===== config.mk =====
export PLATFORM = sky130hd
export DESIGN_NAME = i2c_target_engine
export DESIGN_NICKNAME = d
export VERILOG_FILES = /design/src/rtl/i2ct_pkg.sv /design/src/rtl/i2ct_line_filter.sv /design/src/rtl/i2ct_bus_events.sv /design/src/rtl/i2c_target_engine.sv
export SDC_FILE = /design/constraint.sdc
export NUM_CORES = 1
export LEC_CHECK = 0
export ABC_AREA = 1
export BUFFER_PORTS_ARGS = -buffer_cell sky130_fd_sc_hd__buf_2
export CORE_MARGIN = 3
export CORE_UTILIZATION = 49
export CTS_BUF_LIST = sky130_fd_sc_hd__clkbuf_4
export CTS_CLUSTER_SIZE = 30
export DETAILED_ROUTE_END_ITERATION = 16
export PLACE_DENSITY = 0.69
export SLEW_MARGIN = 40
export SYNTH_ARGS = -nofsm -noshare
export SYNTH_HDL_FRONTEND = slang
export SYNTH_SLANG_ARGS = --single-unit
export TNS_END_PERCENT = 5

===== constraint.sdc =====
create_clock -name clk -period 3.6 [get_ports clk]
set_clock_uncertainty 0.05 [all_clocks]
set_input_delay 0.54 -clock clk [delete_from_list [all_inputs] [get_ports clk]]
set_output_delay 0.54 -clock clk [all_outputs]
set_load 0.1 [all_outputs]

===== src/rtl/i2ct_pkg.sv =====
`timescale 1ns/1ps
package i2ct_pkg;

    localparam int BYTE_W = 8;

    typedef enum logic [2:0] {
        ST_IDLE,
        ST_ADDR,
        ST_ADDR_ACK,
        ST_WR_BYTE,
        ST_WR_ACK,
        ST_RD_BYTE,
        ST_RD_ACK,
        ST_HOLD
    } tgt_state_e;

endpackage


===== src/rtl/i2ct_line_filter.sv =====
`timescale 1ns/1ps
// Synchroniser followed by a majority vote over recent samples.
module i2ct_line_filter #(
    parameter int SYNC_STAGES = 2,
    parameter int VOTE_TAPS   = 3
) (
    input  logic clk,
    input  logic rst_n,
    input  logic line_i,
    output logic line_o
);

    localparam int CW = $clog2(VOTE_TAPS + 1);

    logic [SYNC_STAGES-1:0] sync_q;
    logic [VOTE_TAPS-1:0]   taps_q;
    logic [CW-1:0]          votes;

    always_comb begin
        votes = '0;
        for (int i = 0; i < VOTE_TAPS; i++) begin
            votes = votes + CW'(taps_q[i]);
        end
    end

    always_ff @(posedge clk or negedge rst_n) begin
        if (!rst_n) begin
            sync_q <= '1;
            taps_q <= '1;
            line_o <= 1'b1;
        end else begin
            sync_q <= {sync_q[SYNC_STAGES-2:0], line_i};
            taps_q <= {taps_q[VOTE_TAPS-2:0], sync_q[SYNC_STAGES-1]};
            line_o <= (votes > CW'(VOTE_TAPS / 2));
        end
    end


    filter_high_chk: assert property (@(posedge clk) disable iff (!rst_n)
        (&taps_q) |=> line_o);


    filter_low_chk: assert property (@(posedge clk) disable iff (!rst_n)
        (~|taps_q) |=> !line_o);

endmodule


===== src/rtl/i2ct_bus_events.sv =====
`timescale 1ns/1ps
// Edge and bus-condition detection on the filtered lines.
module i2ct_bus_events (
    input  logic clk,
    input  logic rst_n,
    input  logic scl_f,
    input  logic sda_f,
    output logic scl_rise,
    output logic scl_fall,
    output logic cond_start,
    output logic cond_stop
);

    logic scl_q;
    logic sda_q;

    always_ff @(posedge clk or negedge rst_n) begin
        if (!rst_n) begin
            scl_q <= 1'b1;
            sda_q <= 1'b1;
        end else begin
            scl_q <= scl_f;
            sda_q <= sda_f;
        end
    end

    assign scl_rise   = scl_f & ~scl_q;
    assign scl_fall   = ~scl_f & scl_q;
    assign cond_start = scl_f & scl_q & sda_q & ~sda_f;
    assign cond_stop  = scl_f & scl_q & ~sda_q & sda_f;

endmodule


===== src/rtl/i2c_target_engine.sv =====
`timescale 1ns/1ps
module i2c_target_engine
    import i2ct_pkg::*;
#(
    parameter logic [6:0] DEV_ADDR    = 7'h55,
    parameter int         SYNC_STAGES = 2,
    parameter int         VOTE_TAPS   = 3,
    parameter int         PTR_W       = 8
) (
    input  logic              clk,
    input  logic              rst_n,
    input  logic              scl_i,
    input  logic              sda_i,
    output logic              sda_oe,
    output logic [PTR_W-1:0]  reg_addr,
    output logic              reg_wr,
    output logic [BYTE_W-1:0] reg_wdata,
    input  logic [BYTE_W-1:0] reg_rdata
);

    localparam int CNT_W = $clog2(BYTE_W + 1);
    localparam logic [CNT_W-1:0] LAST_BIT = CNT_W'(BYTE_W - 1);
    localparam logic [CNT_W-1:0] FULL_CNT = CNT_W'(BYTE_W);

    // ---------------------------------------------------------------
    // Line conditioning: one filter per line (0 = clock, 1 = data)
    // ---------------------------------------------------------------
    logic [1:0] lines_raw;
    logic [1:0] lines_f;
    logic       scl_f;
    logic       sda_f;

    assign lines_raw = {sda_i, scl_i};

    for (genvar g = 0; g < 2; g++) begin : g_filt
        i2ct_line_filter #(
            .SYNC_STAGES (SYNC_STAGES),
            .VOTE_TAPS   (VOTE_TAPS)
        ) u_filt (
            .clk    (clk),
            .rst_n  (rst_n),
            .line_i (lines_raw[g]),
            .line_o (lines_f[g])
        );
    end

    assign scl_f = lines_f[0];
    assign sda_f = lines_f[1];

    logic scl_rise;
    logic scl_fall;
    logic cond_start;
    logic cond_stop;

    i2ct_bus_events u_events (
        .clk        (clk),
        .rst_n      (rst_n),
        .scl_f      (scl_f),
        .sda_f      (sda_f),
        .scl_rise   (scl_rise),
        .scl_fall   (scl_fall),
        .cond_start (cond_start),
        .cond_stop  (cond_stop)
    );

    // ---------------------------------------------------------------
    // State and datapath registers
    // ---------------------------------------------------------------
    tgt_state_e        state;
    tgt_state_e        nxt;
    logic [CNT_W-1:0]  bit_cnt;
    logic [BYTE_W-1:0] shreg;
    logic [BYTE_W-1:0] txsh;
    logic [PTR_W-1:0]  ptr;
    logic              first_byte;
    logic              ack_seen;

    logic byte_end;
    logic addr_hit;
    logic ptr_load;
    logic ptr_inc;
    logic tx_load;
    logic tx_msb;

    assign byte_end = scl_fall && (bit_cnt == FULL_CNT);
    assign addr_hit = (shreg[BYTE_W-1:1] == DEV_ADDR);

    assign ptr_load = (state == ST_WR_BYTE) && byte_end && first_byte;
    assign tx_load  = scl_fall &&
                      (((state == ST_ADDR_ACK) && shreg[0]) ||
                       ((state == ST_RD_ACK) && ack_seen));
    assign ptr_inc  = tx_load ||
                      ((state == ST_WR_BYTE) && byte_end && !first_byte);

    // Next state
    always_comb begin
        nxt = state;
        unique case (state)
            ST_IDLE, ST_HOLD: nxt = state;
            ST_ADDR: begin
                if (byte_end) nxt = addr_hit ? ST_ADDR_ACK : ST_HOLD;
            end
            ST_ADDR_ACK: begin
                if (scl_fall) nxt = shreg[0] ? ST_RD_BYTE : ST_WR_BYTE;
            end
            ST_WR_BYTE: begin
                if (byte_end) nxt = ST_WR_ACK;
            end
            ST_WR_ACK: begin
                if (scl_fall) nxt = ST_WR_BYTE;
            end
            ST_RD_BYTE: begin
                if (scl_fall && (bit_cnt == LAST_BIT)) nxt = ST_RD_ACK;
            end
            ST_RD_ACK: begin
                if (scl_fall) nxt = ack_seen ? ST_RD_BYTE : ST_HOLD;
            end
            default: nxt = ST_IDLE;
        endcase
        if (cond_stop) begin
            nxt = ST_IDLE;
        end else if (cond_start) begin
            nxt = ST_ADDR;
        end
    end

    // State register
    always_ff @(posedge clk or negedge rst_n) begin
        if (!rst_n) begin
            state <= ST_IDLE;
        end else begin
            state <= nxt;
        end
    end

    // Datapath: bit counting, shifting, pointer
    always_ff @(posedge clk or negedge rst_n) begin
        if (!rst_n) begin
            bit_cnt    <= '0;
            shreg      <= '0;
            txsh       <= '0;
            ptr        <= '0;
            first_byte <= 1'b0;
            ack_seen   <= 1'b0;
        end else begin
            if (cond_start || cond_stop) begin
                bit_cnt <= '0;
            end else begin
                if (((state == ST_ADDR) || (state == ST_WR_BYTE)) &&
                    scl_rise && (bit_cnt < FULL_CNT)) begin
                    shreg   <= {shreg[BYTE_W-2:0], sda_f};
                    bit_cnt <= bit_cnt + CNT_W'(1);
                end
                if (((state == ST_ADDR_ACK) || (state == ST_WR_ACK)) && scl_fall) begin
                    bit_cnt <= '0;
                end
                if ((state == ST_ADDR) && byte_end) begin
                    first_byte <= 1'b1;
                end
                if ((state == ST_RD_BYTE) && scl_fall) begin
                    if (bit_cnt == LAST_BIT) begin
                        bit_cnt <= '0;
                    end else begin
                        bit_cnt <= bit_cnt + CNT_W'(1);
                        txsh    <= {txsh[BYTE_W-2:0], 1'b0};
                    end
                end
                if ((state == ST_RD_ACK) && scl_rise) begin
                    ack_seen <= ~sda_f;
                end
            end
            if (ptr_load) begin
                ptr        <= PTR_W'(shreg);
                first_byte <= 1'b0;
            end else if (ptr_inc) begin
                ptr <= ptr + PTR_W'(1);
            end
            if (tx_load) begin
                txsh <= reg_rdata;
            end
        end
    end

    // Data bit that will be on the line after this cycle
    always_comb begin
        if (tx_load) begin
            tx_msb = reg_rdata[BYTE_W-1];
        end else if ((state == ST_RD_BYTE) && scl_fall) begin
            tx_msb = txsh[BYTE_W-2];
        end else begin
            tx_msb = txsh[BYTE_W-1];
        end
    end

    // Outputs
    always_ff @(posedge clk or negedge rst_n) begin
        if (!rst_n) begin
            sda_oe <= 1'b0;
        end else begin
            unique case (nxt)
                ST_ADDR_ACK, ST_WR_ACK: sda_oe <= 1'b1;
                ST_RD_BYTE:             sda_oe <= ~tx_msb;
                default:                sda_oe <= 1'b0;
            endcase
        end
    end

    assign reg_addr  = ptr;
    assign reg_wdata = shreg;
    assign reg_wr    = (state == ST_WR_BYTE) && byte_end && !first_byte;

    // ---------------------------------------------------------------
    // Assertions
    // ---------------------------------------------------------------

    addr_match_chk: assert property (@(posedge clk) disable iff (!rst_n)
        (state == ST_ADDR_ACK) |-> (shreg[BYTE_W-1:1] == DEV_ADDR));


    wr_then_ack_chk: assert property (@(posedge clk) disable iff (!rst_n)
        reg_wr |=> ((state == ST_WR_ACK) && sda_oe));


    wr_step_chk: assert property (@(posedge clk) disable iff (!rst_n)
        reg_wr |=> (ptr == $past(ptr) + PTR_W'(1)));


    quiet_chk: assert property (@(posedge clk) disable iff (!rst_n)
        ((state == ST_HOLD) || (state == ST_IDLE)) |-> !sda_oe);


    ptr_wrap_chk: assert property (@(posedge clk) disable iff (!rst_n)
        (ptr_inc && (ptr == '1)) |=> (ptr == '0));


    start_abort_chk: assert property (@(posedge clk) disable iff (!rst_n)
        cond_start |=> ((state == ST_ADDR) && (bit_cnt == '0) && !reg_wr));


    stop_abort_chk: assert property (@(posedge clk) disable iff (!rst_n)
        cond_stop |=> ((state == ST_IDLE) && !sda_oe));


    sda_hold_chk: assert property (@(posedge clk) disable iff (!rst_n)
        (scl_f && $past(scl_f) && !$past(cond_start) && !$past(cond_stop))
            |-> $stable(sda_oe));

endmodule


[Yosys cells after proc, flatten, opt, wreduce, memory -nomap -nowiden]
Cells that the tools add are included.
Operators by class
  add/subtract/negate cells: 6
  magnitude comparators: 3
  eq/ne operators: 16
  multiplexer cells: 29
  bitwise operators: 13
  reductions and logical operators: 31
Operators with widths (number)
  $mux W8: 6
  $mux W3: 10
  $pmux W3 S7: 1
  $mux W4: 5
  $eq A3 B3 Y1 const B: 6
  $logic_and A1 B1 Y1: 14
  $eq A3 B2 Y1 const B: 3
  $add A8 B1 Y8 const B: 1
  $and A1 B1 Y1: 7
  $eq A7 B7 Y1 const B: 1
  $ne A2 B2 Y1 const B: 3
  $not A1 Y1: 6
  $reduce_and A2 Y1: 3
  $reduce_bool A2 Y1: 3
  $logic_or A1 B1 Y1: 5
  $mux W1: 5
  $add A1 B1 Y2: 2
  $add A2 B1 Y2: 2
  $add A4 B1 Y4 const B: 1
  $eq A4 B3 Y1 const B: 1
  $eq A4 B4 Y1 const B: 1
  $gt A2 B1 Y1 const B: 2
  $lt A4 B4 Y1 const B: 1
  $reduce_bool A4 Y1: 1
  other kinds (7): 8
Word-level totals
  register bits: 48
  input port bits: 12
  output and inout port bits: 18
  word-level logic and storage cells: 114

[Longest topological paths before layout]
Gate-level depths: netlist of run 1.
  depth in word-level cells: 10
  gate-level depth with buffers: 13
  mapped depth without buffers: 13

[Hierarchy]
From an unflattened synthesis of run 1, not the netlist that was laid out.
Second synthesis, totals
  cells, all modules: 308
  area total of the unflattened synthesis: 2553.7 µm²
By module, submodules not included
  i2c_target_engine: instances 1, cells an instance 275, area an instance 2097.0 µm², seq. area each 850.8 µm²
  i2ct_line_filter: instances 2, cells an instance 10, area an instance 181.4 µm², seq. area each 157.7 µm²
  i2ct_bus_events: instances 1, cells an instance 13, area an instance 93.8 µm², seq. area each 52.6 µm²

[Worst setup path after synthesis of run 1]
No wires, ideal clock.
  path kind: register to output
  start: register u_events.scl_q
  end: output port reg_wr
  arrival: 2344 ps
  required time: 3010 ps
  slack: 666 ps
  stages on the path, launching flop included: 7
  path buffers: 0
  path through: dfstp_2 -> inv_1 -> nor2_4 -> nand3_1 -> nor2_4 -> inv_1 -> nor2_1
On the way
  cells in the longest elaborated chain, start to end: 4
RTL lines
  start: declaration: line i2ct_bus_events.sv:14  | logic scl_q;
  start signal: assignment: line i2ct_bus_events.sv:22  | scl_q <= scl_f;
  $and A1 B1 Y1: line i2ct_bus_events.sv:28  | assign scl_fall = ~scl_f & scl_q;
  $logic_and A1 B1 Y1: line i2c_target_engine.sv:85  | assign byte_end = scl_fall && (bit_cnt == FULL_CNT);
  $logic_and A1 B1 Y1 (2 in a row): line i2c_target_engine.sv:210  | assign reg_wr = (state == ST_WR_BYTE) && byte_end && !first_byte;
  end: declaration: line i2c_target_engine.sv:16  | output logic reg_wr,
Every way passes these cells.

[Final worst setup path of run 1]
Same ends and word-level chain as after synthesis.

==> Implementation_results.wiki, run 1 <==
{| class="wikitable"
! Metric !! Value
|-
| Net count, final || 339
|-
| Final setup violation count || 0
|-
| Setup repair after global routing missed its margin || false
|-
| Filler cells || 428
|-
| Sum Neg Setup Slack || 0 ns
|-
| Clock Latency Late Sink || 0.36 ns
|-
| Critical path peak fanout || 8
|-
| Post-CTS setup-driven buffer insertion count || 0
|-
| Die outline area || a little under 6000 sq um
|-
| Clock root buffer || sky130_fd_sc_hd__clkbuf_4
|-
| Multi-input gate area || 1023 sq um
|-
| Proportion of layout cells with a drive suffix above 1 || 0.2167
|-
| Floorplan row count || 24
|-
| CP endpoint kind || output port
|-
| Drt drc || 0
|-
| FF+latch area || 1219 sq um
|-
| Routed WL per cell || 11.83 microns
|-
| Post-synthesis sequential element count || between 40 and 50
|-
| CP Data Arrival Time || 2.09 ns
|-
| Share of the synthesized area in the top cell type || 0.3509
|-
| Sink count of the clock tree || 48
|-
| Initial standard-cell utilization of the core || 0.5313
|-
| Count of mapped cells out of synthesis || 290
|-
| Number of instances resized during post-cts repair || 0
|-
| Pin count of the biggest net entering global routing || 49
|-
| Count of flip-flops with a built-in enable after synthesis || 0
|-
| Timing-limited maximum frequency || 373.5 MHz
|-
| Width of the chip || 76.35 microns
|-
| Area grow syn2layout || 10.32%
|-
| Cts bufs inserted || 5
|-
| First-pass GRT wire length || between 8000 and 9000 microns
|-
| Detailed Route WL || 4589 microns
|-
| Max VDD drop || 0.0004202 V
|-
| Count of yosys warnings during synthesis || 0
|-
| Category of the most critical setup path || flop to output port
|-
| Measured slew at the worst slew-check pin || 0.5831 ns
|-
| Distinct cell type count after synthesis || 34
|-
| Routability Congestion || 0.8715
|-
| Mean cell area of the mapped netlist || ~8.4 sq um
|-
| Count of pins on the block boundary || 30
|-
| Worst hold path type || primary input to asynchronous set/reset pin
|-
| Ratio of routed vias to standard cells || approximately 5.0
|-
| Max Slew Vio Count || 0
|-
| CTS clock-pin slew for the worst setup and hold paths || 0.15 ns
|-
| Cell types with the highest counts after synthesis || sky130_fd_sc_hd__nand2_1 (69), sky130_fd_sc_hd__inv_1 (35), sky130_fd_sc_hd__dfrtp_1 (34), sky130_fd_sc_hd__nor2_1 (34), sky130_fd_sc_hd__o21ai_0 (21)
|-
| Detail Placement HPWL || approximately 3300 microns
|-
| CTS HTree Levels || 2
|-
| Antenna violations before repair || 0
|-
| Vias || approximately 2000
|-
| Startpoint kind of the worst setup timing path || flop
|-
| Starting DRC count in detailed routing || 132
|-
| Final antenna diode count || 0
|-
| Most common cell in the synthesized netlist || sky130_fd_sc_hd__nand2_1
|-
| Router iterations before antenna repair || 5
|-
| Reg-to-reg slack, setup || 1.71 ns
|-
| Sum of overflow across all layers after global routing || 0
|-
| Number of buffer cells added on primary ports || 29
|-
| Core Box Area || 4564 sq um
|-
| Power density relative to cell area || slightly below 600 nW/um^2
|-
| Total power || 1.582 mW
|-
| Status || complete, no violations
|-
| Number of global-route vias before repair || 1800
|-
| Overall fraction of global-route tracks in use || 0.1713
|-
| Syn Nets || around 300
|-
| Cts hold-fix bufs || 0
|-
| Detail Route Antenna Nets || 0
|-
| Normalized max-slew margin || 0.6113
|-
| Max-Cap Viols || 0
|-
| Proportion of synthesized flip-flops having asynchronous set or reset || 1.000
|-
| Tcrit/Tclk final || 0.7437
|-
| Leakage power figure || between 1 and 1.5 nW
|-
| Instance area after placement || 2620 sq um
|-
| Design area || 2675 sq um
|-
| Hold Fails Final Rpt || 0
|-
| Post-synthesis cell type with the largest combined area || sky130_fd_sc_hd__dfrtp_1
|-
| Most used flip-flop cell after synthesis || sky130_fd_sc_hd__dfrtp_1
|-
| Synthesized cell area || 2425 sq um
|-
| Post-route minimum period || between 2 and 3 ns
|-
| Critical Path RT || 3.01 ns
|-
| TritonCTS clock tree || yes
|-
| Cell types occupying the most area after synthesis || sky130_fd_sc_hd__dfrtp_1 (35%), sky130_fd_sc_hd__dfstp_2 (15%), sky130_fd_sc_hd__nand2_1 (11%)
|-
| Die Y || between 70 and 80 microns
|-
| Maximum buffer depth of the clock tree || 2
|-
| Post-synthesis sequential area ratio || 0.5026
|}
critical path: stages (launching register included):
cell and delay (ns):
sky130_fd_sc_hd__dfstp_2 0.56, sky130_fd_sc_hd__inv_1 0.07, sky130_fd_sc_hd__nor2_4 0.18, sky130_fd_sc_hd__nand3_1 0.19
sky130_fd_sc_hd__nor2_4 0.19, sky130_fd_sc_hd__inv_1 0.06, sky130_fd_sc_hd__nor2_1 0.07, sky130_fd_sc_hd__buf_2 0.42
flip-flops by register name, indices dropped and copies added, names as in the netlist:
signal / count
g_filt.u_filt.line_o: 2
ack_seen: 1
g_filt.u_filt.sync_q: 4
first_byte: 1
txsh: 8
g_filt.u_filt.taps_q: 6
reg_wdata: 8
u_events.scl_q: 1
bit_cnt: 4
reg_addr: 8
sda_oe: 1
state: 3
u_events.sda_q: 1
stage by stage:
stage,hold slack (ns),worst slack (ns),util,std cells
3_3_place_gp,0.2962,1.349,0.5735,380
6_report,0.1025,0.9227,0.5861,388
3_5_place_dp,0.2979,1.323,0.5740,380
5_1_grt,0.1153,0.7071,0.5861,388
4_1_cts,0.1186,0.9062,0.5861,388
2_1_floorplan,0.1944,0.6656,-,290
power by group:
| group | internal [mW] | switching [mW] |
|---|---|---|
| clock network | 0.0758 | 0.174 |
| registers | 0.630 | 0.0888 |
| logic | 0.114 | 0.498 |
path summary, 6_finish.rpt:
kind / startpoint / end / cells past startpoint
worst max-delay path: u_events.scl_q / reg_wr / 7
worst min register to register: g_filt[0].u_filt.sync_q[1] / g_filt[0].u_filt.taps_q[0] / 0
min in group clk: scl_i / g_filt[0].u_filt.sync_q[0] / 1
max in group asynchronous: rst_n / txsh[1] / 1
worst min-delay path: rst_n / first_byte / 1
worst max register to register: state[0] / bit_cnt[1] / 6
cell usage in the layout (no fill, tap or decap):
cell / Yosys / final
sky130_fd_sc_hd__a21o_1: 2 / 2
sky130_fd_sc_hd__a21oi_1: 11 / 11
sky130_fd_sc_hd__a31oi_1: 7 / 7
sky130_fd_sc_hd__buf_2: 0 / 28
sky130_fd_sc_hd__buf_4: 1 / 1
sky130_fd_sc_hd__clkbuf_4: 0 / 5
sky130_fd_sc_hd__clkinv_1: 1 / 2
sky130_fd_sc_hd__clkinv_2: 0 / 1
sky130_fd_sc_hd__dfrtp_1: 34 / 34
sky130_fd_sc_hd__dfstp_2: 14 / 14
sky130_fd_sc_hd__ha_1: 5 / 5
sky130_fd_sc_hd__inv_1: 35 / 35
sky130_fd_sc_hd__inv_2: 2 / 2
sky130_fd_sc_hd__inv_4: 1 / 1
sky130_fd_sc_hd__inv_6: 0 / 1
sky130_fd_sc_hd__mux2_2: 1 / 1
sky130_fd_sc_hd__nand2_1: 69 / 69
sky130_fd_sc_hd__nand2_2: 3 / 3
sky130_fd_sc_hd__nand2_4: 3 / 3
sky130_fd_sc_hd__nand3_1: 18 / 18
sky130_fd_sc_hd__nand3_2: 1 / 1
sky130_fd_sc_hd__nand4_1: 2 / 2
sky130_fd_sc_hd__nand4_2: 1 / 1
sky130_fd_sc_hd__nor2_1: 34 / 34
sky130_fd_sc_hd__nor2_2: 2 / 2
sky130_fd_sc_hd__nor2_4: 4 / 4
sky130_fd_sc_hd__nor3_1: 3 / 3
sky130_fd_sc_hd__nor3_2: 1 / 1
sky130_fd_sc_hd__o211ai_1: 4 / 4
sky130_fd_sc_hd__o21ai_0: 21 / 21
sky130_fd_sc_hd__o21ai_1: 1 / 1
sky130_fd_sc_hd__o21ai_2: 1 / 1
sky130_fd_sc_hd__o22ai_1: 1 / 1
sky130_fd_sc_hd__o31ai_1: 1 / 1
sky130_fd_sc_hd__xnor2_1: 1 / 1
sky130_fd_sc_hd__xor2_1: 2 / 2
layer usage:
metal | vias up | part of all wire | routed length, microns | GRT usage
li1 | 1002 | - | - | -
met1 | 897 | 0.49 | 2238 | 0.2215
met2 | 44 | 0.46 | 2107 | 0.2786
met3 | 2 | 0.045 | 205 | 0.04137
met4 | 0 | 0.0083 | 38 | 0.06522
met5 | - | 0 | 0 | 0
cells by family (layout without fill, tap and decap cells):
kind of cell	count (synthesis)	after routing	synth area share
buffers and inverters	43	76	0.07534
AOI/OAI and AO/OA	49	49	0.1140
muxes	1	1	0.004644
and+or+nand+nor	141	141	0.2668
adders and majority gates	5	5	0.02580
DFF	48	48	0.5026
xor gates and xnor gates	3	3	0.01084
cell type report:
| class | count | area share |
|---|---|---|
| Inverter | 39 | 0.05566 |
| Timing Repair Buffer | 29 | 0.05519 |
| Tap cell | 65 | 0.03040 |
| Multi-Input combinational cell | 199 | 0.3826 |
| Clock inverter | 3 | 0.006548 |
| Sequential cell | 48 | 0.4556 |
| Clock buffer | 5 | 0.01403 |
Note: power is estimated with default switching activity, not from simulation.
==> inputs of run 2 (changes only) <==
clock period = 2.6 ns   (was 3.6 ns; I/O delays follow)
==> run 2 against run 1 <==
Compared with the run above: flip-flop and latch count is the same; non-clock buffer count grew 3; via count shrank 0.87%; final area grew 3.0%; clock power grew 120%; combinational power grew 39%; sequential share of layout area shrank 1.3 points; hold slack lost 0.048 ns; critical endpoint unchanged; largest cell class unchanged.
==> Implementation_results.wiki, run 2 (synthesis results as in run 1) <==
{| class="wikitable"
! Metric !! Value
|-
| Post-CTS setup-driven buffer insertion count || 0 (unchanged)
|-
| Max-Cap Viols || 0 (unchanged)
|-
| Filler cells || 418 (was 428)
|-
| Detail Placement HPWL || 3391 microns (was 3348 microns)
|-
| Normalized max-slew margin || 0.6564 (was 0.6113)
|-
| Final setup violation count || 0 (unchanged)
|-
| Status || complete, no violations (unchanged)
|-
| Category of the most critical setup path || flop to output port (unchanged)
|-
| Tcrit/Tclk final || 0.9260
|-
| Detailed Route WL || 4589 microns (unchanged)
|-
| Net count, final || 342 (was 339)
|-
| Starting DRC count in detailed routing || 206 (was 132)
|-
| Die Y || 76.35 microns (unchanged)
|-
| Width of the chip || 76.35 microns (unchanged)
|-
| Core Util, Final || 0.6039 (was 0.5861)
|-
| Number of buffer cells added on primary ports || 29 (unchanged)
|-
| Overall fraction of global-route tracks in use || 0.1721 (was 0.1713)
|-
| Max VDD drop || 0.0005359 V (was 0.0004202 V)
|-
| Clock root buffer || sky130_fd_sc_hd__clkbuf_4 (unchanged)
|-
| Cell count after placement || 382 (was 380)
|-
| Drt drc || 0 (unchanged)
|-
| Vias || 1928 (was 1945)
|-
| Hold Fails Final Rpt || 0 (unchanged)
|-
| DP Worst Slack || 0.4699 ns (was 1.323 ns)
|-
| Total power || 2.403 mW (was 1.582 mW)
|-
| Floorplan row count || 24 (unchanged)
|-
| Router iterations before antenna repair || 4 (was 5)
|-
| Routed WL per cell || 11.74 microns (was 11.83 microns)
|-
| Setup WS post-layout || 0.1925 ns (was 0.9227 ns)
|-
| Most common cell after layout, fill and taps aside || sky130_fd_sc_hd__nand2_1 (unchanged)
|-
| Core Box Area || 4564 sq um (unchanged)
|-
| Pin count of the biggest net entering global routing || 43 (was 49)
|-
| Sum Neg Setup Slack || 0 ns (unchanged)
|-
| Power density relative to cell area || 871.6 nW/um^2 (was 591.4 nW/um^2)
|-
| CP Data Arrival Time || 1.97 ns (was 2.09 ns)
|-
| Max Slew Vio Count || 0 (unchanged)
|-
| Sum of overflow across all layers after global routing || 0 (unchanged)
|-
| Count of pins on the block boundary || 30 (unchanged)
|-
| Worst hold path type || primary input to flop (was primary input to asynchronous set/reset pin)
|-
| Clock Latency Late Sink || 0.36 ns (about the same)
|-
| Number of global-route vias before repair || 1825 (was 1800)
|-
| Area grow syn2layout || 13.67% (was 10.32%)
|-
| First-pass GRT wire length || 8169 microns (was 8052 microns)
|-
| Setup repair after global routing missed its margin || false (unchanged)
|-
| Post-route minimum period || 2.408 ns
|-
| Timing-limited maximum frequency || 415.4 MHz
|-
| Critical Path RT || 2.16 ns (was 3.01 ns)
|-
| Startpoint kind of the worst setup timing path || flop (unchanged)
|-
| Initial standard-cell utilization of the core || 0.5313 (unchanged)
|-
| Measured slew at the worst slew-check pin || 0.5154 ns (was 0.5831 ns)
|-
| Ratio of routed vias to standard cells || 4.931 (was 5.013)
|-
| Detail Route Antenna Nets || 0 (unchanged)
|-
| Cts bufs inserted || 5 (unchanged)
|-
| Routability Congestion || 0.8924 (was 0.8715)
|-
| Top library cells by usage in the layout, fill and taps aside || sky130_fd_sc_hd__nand2_1 (69), sky130_fd_sc_hd__inv_1 (35), sky130_fd_sc_hd__dfrtp_1 (34) (was sky130_fd_sc_hd__nand2_1 (69), sky130_fd_sc_hd__inv_1 (35), sky130_fd_sc_hd__nor2_1 (34), sky130_fd_sc_hd__dfrtp_1 (34), sky130_fd_sc_hd__buf_2 (28))
|-
| Sink count of the clock tree || 48 (unchanged)
|-
| CTS HTree Levels || 2 (unchanged)
|-
| Antenna violations before repair || 0 (unchanged)
|-
| TritonCTS clock tree || yes (unchanged)
|-
| Design area || 2756 sq um (was 2675 sq um)
|-
| Maximum buffer depth of the clock tree || 2 (unchanged)
|-
| Non-filler cells, final || 391 (was 388)
|-
| Final antenna diode count || 0 (unchanged)
|-
| Instance area after placement || 2638 sq um (was 2620 sq um)
|-
| Die outline area || 5829 sq um (unchanged)
|-
| CP endpoint kind || output port (unchanged)
|-
| Leakage power figure || 1.457 nW (was 1.422 nW)
|-
| Proportion of layout cells with a drive suffix above 1 || 0.2270 (was 0.2167)
|-
| CTS clock-pin slew for the worst setup and hold paths || 0.15 ns (about the same)
|-
| Critical path peak fanout || 8 (unchanged)
|-
| Worst hold slack || 0.05403 ns (was 0.1025 ns)
|}
## run 2: cell types whose count changed in the layout (fill, tap and decap cells not counted), sizes merged
| cell | before | now |
|---|---|---|
| buf | 29 | 31 |
| dlygate4sd3 | 0 | 1 |
| bufinv | 0 | 2 |
| clkinv | 3 | 1 |
## run 2: path summary, 6_finish.rpt
kind,from,to,slack (ns),depth (start not counted)
min reg2reg,g_filt[0].u_filt.sync_q[1],g_filt[0].u_filt.taps_q[0],0.32,0
max in group asynchronous,rst_n,g_filt[0].u_filt.taps_q[2],1.44,3
min in group asynchronous,rst_n,reg_addr[4],0.47,2
max,u_events.scl_q,reg_wr,0.19,7
min,sda_i,g_filt[1].u_filt.sync_q[0],0.05,1
max reg2reg,g_filt[0].u_filt.line_o,reg_addr[5],0.71,9
## run 2: what timing repair did
action | 4_1_cts | 5_1_grt
hold buffers | 1 | 0
endpoints found under the setup margin | 0 | 1
gates resized for setup | 0 | 2
endpoints found under the hold margin | 34 | 0
## run 2: final cells by class
class / count / area, sq um / area share
sequential: 48 / 1219 / 0.4421
multi-input combinational: 199 / 1026 / 0.3722
tap: 65 / 81.33 / 0.02951
clock buffer: 5 / 37.54 / 0.01362
inverter: 39 / 148.9 / 0.05402
timing repair buffer: 32 / 175.2 / 0.06355
clock inverter: 3 / 68.82 / 0.02497
## run 2: routing by layer
metal,wire [microns],track usage,part of all wire,up-vias
met5,0,0,0,-
met4,58,0.05254,0.013,0
met3,194,0.03664,0.042,6
met2,2006,0.2707,0.44,40
met1,2329,0.2394,0.51,882
li1,-,-,-,1000
## run 2: power by group
part | internal (mW) | switching, mW | total (mW)
logic | 0.162 | 0.688 | 0.851
registers | 0.873 | 0.123 | 0.996
clock network | 0.303 | 0.253 | 0.556
total | 1.34 | 1.06 | 2.40
## run 2: worst max-delay path: stages (launching register included)
cell and delay (ns):
sky130_fd_sc_hd__dfstp_2 0.57, sky130_fd_sc_hd__inv_1 0.07, sky130_fd_sc_hd__nor2_4 0.18, sky130_fd_sc_hd__nand3_1 0.18, sky130_fd_sc_hd__nor2_4 0.19, sky130_fd_sc_hd__inv_1 0.07
sky130_fd_sc_hd__nor2_2 0.07, sky130_fd_sc_hd__buf_4 0.29
